===== config.mk =====
export PLATFORM = sky130hd
export DESIGN_NAME = fpga_cfg_seq
export DESIGN_NICKNAME = d
export VERILOG_FILES = /design/src/rtl/fpga_cfg_seq_pkg.sv /design/src/rtl/fpga_cfg_seq_timer.sv /design/src/rtl/fpga_cfg_seq_sync.sv /design/src/rtl/fpga_cfg_seq_shift.sv /design/src/rtl/fpga_cfg_seq.sv
export SDC_FILE = /design/constraint.sdc
export NUM_CORES = 1
export LEC_CHECK = 0
export BUFFER_PORTS_ARGS = -buffer_cell sky130_fd_sc_hd__buf_2
export CORE_MARGIN = 2
export CORE_UTILIZATION = 45
export DETAILED_ROUTE_END_ITERATION = 10
export GPL_TIMING_DRIVEN = 0
export PLACE_DENSITY = 0.64
export SLEW_MARGIN = 15
export SYNTH_ARGS = -nofsm -noshare
export SYNTH_HDL_FRONTEND = slang
export SYNTH_HIERARCHICAL = 1
export SYNTH_SLANG_ARGS = --single-unit
export TNS_END_PERCENT = 10

===== constraint.sdc =====
create_clock -name clk -period 3.6 [get_ports clk]
set_input_delay 0.72 -clock clk [delete_from_list [all_inputs] [get_ports clk]]
set_output_delay 0.72 -clock clk [all_outputs]
set_load 0.01 [all_outputs]

===== src/rtl/fpga_cfg_seq_pkg.sv =====
package fpga_cfg_seq_pkg;

  typedef enum logic [2:0] {
    ST_IDLE   = 3'd0,
    ST_LEAD   = 3'd1,
    ST_RSTLOW = 3'd2,
    ST_SETUP  = 3'd3,
    ST_DATA   = 3'd4,
    ST_TRAIL  = 3'd5,
    ST_POLL   = 3'd6,
    ST_USER   = 3'd7
  } seq_state_t;

  localparam int BYTE_W = 8;

endpackage


===== src/rtl/fpga_cfg_seq_timer.sv =====
module fpga_cfg_seq_timer #(
  parameter int W = 16
) (
  input  logic         clk,
  input  logic         rst,
  input  logic         load,
  input  logic [W-1:0] load_val,
  output logic         zero
);

  logic [W-1:0] cnt;

  always_ff @(posedge clk) begin
    if (rst) begin
      cnt <= '0;
    end else if (load) begin
      cnt <= load_val;
    end else if (cnt != '0) begin
      cnt <= cnt - 1'b1;
    end
  end

  assign zero = (cnt == '0);

endmodule


===== src/rtl/fpga_cfg_seq_sync.sv =====
module fpga_cfg_seq_sync #(
  parameter int STAGES = 2
) (
  input  logic clk,
  input  logic rst,
  input  logic d,
  output logic q
);

  logic [STAGES-1:0] chain;

  generate
    if (STAGES == 1) begin : g_one
      always_ff @(posedge clk) begin
        if (rst) chain <= '0;
        else     chain <= d;
      end
    end else begin : g_many
      always_ff @(posedge clk) begin
        if (rst) chain <= '0;
        else     chain <= {chain[STAGES-2:0], d};
      end
    end
  endgenerate

  assign q = chain[STAGES-1];

endmodule


===== src/rtl/fpga_cfg_seq_shift.sv =====
module fpga_cfg_seq_shift
  import fpga_cfg_seq_pkg::*;
#(
  parameter int HALF_DIV = 2
) (
  input  logic              clk,
  input  logic              rst,
  input  logic              load,
  input  logic [BYTE_W-1:0] din,
  output logic              active,
  output logic              sck,
  output logic              mosi
);

  localparam int DIV_W = (HALF_DIV > 1) ? $clog2(HALF_DIV) : 1;
  localparam int BIT_W = $clog2(BYTE_W + 1);
  localparam logic [DIV_W-1:0] DIV_END = DIV_W'(HALF_DIV - 1);

  logic [BYTE_W-1:0] sh;
  logic [DIV_W-1:0]  div;
  logic [BIT_W-1:0]  bits_left;

  always_ff @(posedge clk) begin
    if (rst) begin
      active    <= 1'b0;
      sck       <= 1'b1;
      mosi      <= 1'b0;
      sh        <= '0;
      div       <= '0;
      bits_left <= '0;
    end else if (!active) begin
      if (load) begin
        sh        <= din;
        mosi      <= din[BYTE_W-1];
        sck       <= 1'b0;
        div       <= '0;
        bits_left <= BIT_W'(BYTE_W);
        active    <= 1'b1;
      end
    end else if (div == DIV_END) begin
      div <= '0;
      if (!sck) begin
        sck       <= 1'b1;
        bits_left <= bits_left - 1'b1;
      end else if (bits_left == '0) begin
        active <= 1'b0;
      end else begin
        sck  <= 1'b0;
        sh   <= {sh[BYTE_W-2:0], 1'b0};
        mosi <= sh[BYTE_W-2];
      end
    end else begin
      div <= div + 1'b1;
    end
  end

endmodule


===== src/rtl/fpga_cfg_seq.sv =====
module fpga_cfg_seq
  import fpga_cfg_seq_pkg::*;
#(
  parameter int HALF_DIV    = 2,
  parameter int RST_CYC     = 75,
  parameter int SETUP_CYC   = 1750,
  parameter int USER_CYC    = 1500,
  parameter int TIMEOUT_CYC = 50000,
  parameter int TRAIL_BYTES = 13,
  parameter int SYNC_STAGES = 2
) (
  input  logic              clk,
  input  logic              rst,
  input  logic              start,
  input  logic              done_poll_en,
  input  logic [BYTE_W-1:0] s_data,
  input  logic              s_valid,
  input  logic              s_last,
  output logic              s_ready,
  output logic              cfg_rst_n,
  input  logic              cfg_done,
  output logic              spi_cs_n,
  output logic              spi_sck,
  output logic              spi_mosi,
  output logic              busy,
  output logic              cfg_ok,
  output logic              cfg_err,
  output logic              tgt_operating
);

  localparam int MAX_A = (RST_CYC > SETUP_CYC) ? RST_CYC : SETUP_CYC;
  localparam int MAX_B = (MAX_A > USER_CYC) ? MAX_A : USER_CYC;
  localparam int MAX_C = (MAX_B > TIMEOUT_CYC) ? MAX_B : TIMEOUT_CYC;
  localparam int TW    = $clog2(MAX_C + 1);
  localparam int TBW   = $clog2(TRAIL_BYTES + 1);

  seq_state_t        state, nxt;
  logic              last_seen;
  logic              poll_q;
  logic [TBW-1:0]    trail_left;
  logic              tmr_load;
  logic [TW-1:0]     tmr_val;
  logic              tmr_zero;
  logic              sh_load;
  logic [BYTE_W-1:0] sh_din;
  logic              sh_busy;
  logic              done_s;
  logic              fin_ok;
  logic              fin_err;
  logic              take;

  fpga_cfg_seq_timer #(.W(TW)) timer_i (
    .clk      (clk),
    .rst      (rst),
    .load     (tmr_load),
    .load_val (tmr_val),
    .zero     (tmr_zero)
  );

  fpga_cfg_seq_shift #(.HALF_DIV(HALF_DIV)) shift_i (
    .clk    (clk),
    .rst    (rst),
    .load   (sh_load),
    .din    (sh_din),
    .active (sh_busy),
    .sck    (spi_sck),
    .mosi   (spi_mosi)
  );

  fpga_cfg_seq_sync #(.STAGES(SYNC_STAGES)) sync_i (
    .clk (clk),
    .rst (rst),
    .d   (cfg_done),
    .q   (done_s)
  );

  assign s_ready = (state == ST_DATA) && !sh_busy && !last_seen;
  assign take    = s_ready && s_valid;

  always_comb begin
    nxt      = state;
    tmr_load = 1'b0;
    tmr_val  = '0;
    sh_load  = 1'b0;
    sh_din   = '0;
    fin_ok   = 1'b0;
    fin_err  = 1'b0;
    unique case (state)
      ST_IDLE: begin
        if (start) nxt = ST_LEAD;
      end
      ST_LEAD: begin
        nxt      = ST_RSTLOW;
        tmr_load = 1'b1;
        tmr_val  = TW'(RST_CYC - 1);
      end
      ST_RSTLOW: begin
        if (tmr_zero) begin
          nxt      = ST_SETUP;
          tmr_load = 1'b1;
          tmr_val  = TW'(SETUP_CYC - 1);
        end
      end
      ST_SETUP: begin
        if (tmr_zero) nxt = ST_DATA;
      end
      ST_DATA: begin
        if (take) begin
          sh_load = 1'b1;
          sh_din  = s_data;
        end else if (last_seen && !sh_busy) begin
          nxt = ST_TRAIL;
        end
      end
      ST_TRAIL: begin
        if (!sh_busy) begin
          if (trail_left != '0) begin
            sh_load = 1'b1;
          end else if (poll_q) begin
            nxt      = ST_POLL;
            tmr_load = 1'b1;
            tmr_val  = TW'(TIMEOUT_CYC - 1);
          end else begin
            nxt      = ST_USER;
            tmr_load = 1'b1;
            tmr_val  = TW'(USER_CYC - 1);
          end
        end
      end
      ST_POLL: begin
        if (done_s) begin
          nxt      = ST_USER;
          tmr_load = 1'b1;
          tmr_val  = TW'(USER_CYC - 1);
        end else if (tmr_zero) begin
          nxt     = ST_IDLE;
          fin_err = 1'b1;
        end
      end
      ST_USER: begin
        if (tmr_zero) begin
          nxt    = ST_IDLE;
          fin_ok = 1'b1;
        end
      end
      default: nxt = ST_IDLE;
    endcase
  end

  always_ff @(posedge clk) begin
    if (rst) begin
      state         <= ST_IDLE;
      last_seen     <= 1'b0;
      poll_q        <= 1'b0;
      trail_left    <= '0;
      spi_cs_n      <= 1'b1;
      cfg_rst_n     <= 1'b1;
      busy          <= 1'b0;
      cfg_ok        <= 1'b0;
      cfg_err       <= 1'b0;
      tgt_operating <= 1'b0;
    end else begin
      state <= nxt;
      if (state == ST_IDLE && start) begin
        last_seen <= 1'b0;
        poll_q    <= done_poll_en;
      end else if (take && s_last) begin
        last_seen <= 1'b1;
      end
      if (state == ST_DATA && nxt == ST_TRAIL) begin
        trail_left <= TBW'(TRAIL_BYTES);
      end else if (state == ST_TRAIL && sh_load) begin
        trail_left <= trail_left - 1'b1;
      end
      spi_cs_n      <= !(nxt inside {ST_LEAD, ST_RSTLOW, ST_SETUP, ST_DATA, ST_TRAIL});
      cfg_rst_n     <= (nxt != ST_RSTLOW);
      busy          <= (nxt != ST_IDLE);
      cfg_ok        <= fin_ok;
      cfg_err       <= fin_err;
      tgt_operating <= done_s;
    end
  end

endmodule


==> metrics <==
clk sinks 48; Final GP Congestion 0.8415; Clock Tree Buf Depth 2; core box area 0.005574 mm2; Core Rows 27; Syn. warnings 6; CP startpoint kind flip-flop; kind of critical path flip-flop to flip-flop; Rel. slew slack 41.01%; clock root buffer clkbuf_8; Synth area leaders dfxtp_1, a211oi_1, mux2i_1; P_sw 796.3 uW; MaxCap Viol Count 0; non-filler cells, final 420; post-route cell area 0.003030 mm2; Fillers 522; initial core utilization 47.23%; WP data required 3850 ps; number of distinct library cells after synthesis 64; Critical Path Fanout Max 10; area delta synth->final 15.11%; Post-synth EDFFs 0; CP Capture Type flip-flop; vias in the first global route 2206; Slew Limit Fails 0; worst min-delay path category flip-flop to flip-flop; ys async rst share 0%; Clock Skew 16.13 ps; cell taking the most area after synthesis dfxtp_1; most instantiated cells after synthesis dfxtp_1, nand2_1, nor2_1; RSZ-0062 raised after global routing no; Final Setup Violations 0; DRT Pass-1 Iters 4; sequential area share after synthesis 36.50%; Combinational Power Share 44.4%; initial DRC count 102; Post-Place Worst Slack -649.4 ps; Clock Pin Slew Worst Setup and Hold Paths 100 ps; Detail Placement HPWL 3.991 mm; gr ovfl total 0; Cells after Synth 309; # diodes 0; number of buffers created by CTS 5; Peak Freq 298.4 MHz; die outline width 80.49 um; CTS tree done; Pint 1269 uW; part of the cycle the worst path needs 93.09%; Area after DPL 0.002856 mm2; number of synthesized register bits 48; Avg Cell Area, Syn 8.519 um2; via count 2360; Port-buffer cells 23; die area 0.006478 mm2; pwr dens 681.6 mW/mm2; ys flop type dfxtp_1; final hold vios 0; largest net degree at the start of global routing 16; P_leak 0.001119 uW; WL final 5.821 mm; minimum clock period after layout 3351 ps; status finished, final reports clean; Total GRT Usage 19.24%; count leader, synth dfxtp_1; worst-skew pair later-pin latency 310 ps; first-pass GRT wire length 9.873 mm; placed cell count 409; Post-Syn Area 0.002633 mm2; share of cells above drive strength 1 18.39%; post-synth top area share 36.50%; switch share 38.55%; vias per cell 5.619; initial antenna violation count 0; Flop pwr share 35.2%; Final nets 366; Die Span Y 80.49 um; peak supply drop 0.2999 mV; H-tree depth 2; Clock Power Share 20.4%; I/O pin count 24; final setup margin 248.7 ps; Arrival @ worst endpoint 3600 ps; Worst Tran Pin Value 876.8 ps; # DRC 0; R2R Setup Slk 250 ps; antenna violation net count after detailed routing 0; wire length per cell 13.86 um
[registers in the layout (all words and copies together), names as in the netlist, 2 cells and up]
name and count:
shift_i/bits_left 4, timer_i/cnt 16, trail_left 4, state 3, sync_i/chain 2, shift_i/sh 7
[worst paths after layout]
path	depth (start not counted)	from	to
max	13	timer_i/cnt[0]	timer_i/cnt[15]
min reg2reg	1	sync_i/chain[0]	sync_i/chain[1]
min	1	sync_i/chain[0]	sync_i/chain[1]
max reg2reg	13	timer_i/cnt[0]	timer_i/cnt[15]
[final cells by class]
cell class | instances | area, um2 | share of cell area [%]
well taps | 72 | 90.09 | 2.973
plain buffers | 18 | 90.09 | 2.973
multi-input cells | 236 | 1585 | 52.31
repair buffers | 26 | 137.6 | 4.542
clock buffers | 6 | 82.58 | 2.725
flip-flops and latches | 48 | 960.9 | 31.71
clock inverters | 2 | 38.79 | 1.280
inverters | 12 | 45.04 | 1.486
[per-stage QoR]
step	TNS (ps)	hold WS (ps)	total power, uW	util (%)
floorplan	0	413.8	1443	-
global placement	-2563	417.5	1603	51.25
detailed placement	-2668	435.3	1616	51.25
CTS	0	456.3	2052	53.83
global route	0	479.9	2215	54.37
finish	0	447.6	2065	54.37
[routing by layer]
layer,part of all wire (%),track usage [%]
met4,1.0,7.288
met5,0,0
met1,49,25.82
met3,4.9,3.483
met2,45,30.58
[power groups by stage]
stage | sequential, uW | combinational, uW | clock [uW]
6_report | 727 | 916 | 422
5_1_grt | 740 | 1020 | 450
4_1_cts | 727 | 895 | 431
3_5_place_dp | 738 | 878 | 0
3_3_place_gp | 736 | 867 | 0
2_1_floorplan | 717 | 726 | 0
[timing repair]
item | in CTS | in global routing
resized for setup | 6 | 3
setup buffers | 0 | 3
pin swaps | 0 | 1
setup endpoints to repair | 11 | 3
hold buffers | 0 | 0
[worst max-delay path: stages, from the launching register on]
cell and delay, ps:
dfxtp_1 340, inv_1 80, ha_1 190, or3b_2 530, or4_4 600, nor2_4 190
nand2_1 130, o21a_1 210, o21ai_4 200, nor2b_4 190, clkbuf_4 220, a21oi_1 80
a31oi_1 140, and3_1 170
[logic make-up after synthesis]
logic type	count (synthesis)	synth area share (%)
buffers and inverters	30	4.990
other	1	0.1424
adders and majority gates	4	1.901
AOI/OAI and AO/OA	83	20.91
muxes	10	3.802
DFF	48	36.50
xor gates and xnor gates	12	3.993
and+or+nand+nor	121	27.76
[layout by cell type (no fill, tap or decap), types with 4 or more instances in the layout]
cell type / count
dfxtp_1: 48
buf_2: 32
nand2_1: 26
nor2_1: 17
o21ai_0: 16
a21oi_1: 16
a211oi_1: 14
inv_1: 12
mux2i_1: 10
nor3_1: 10
and2_1: 9
xnor2_1: 9
nor2b_1: 8
clkbuf_1: 7
nand3_1: 7
clkbuf_8: 6
conb_1: 6
or3_1: 5
a31oi_1: 5
ha_1: 4
o21ai_1: 4
Note: power is estimated with default switching activity, not from simulation.
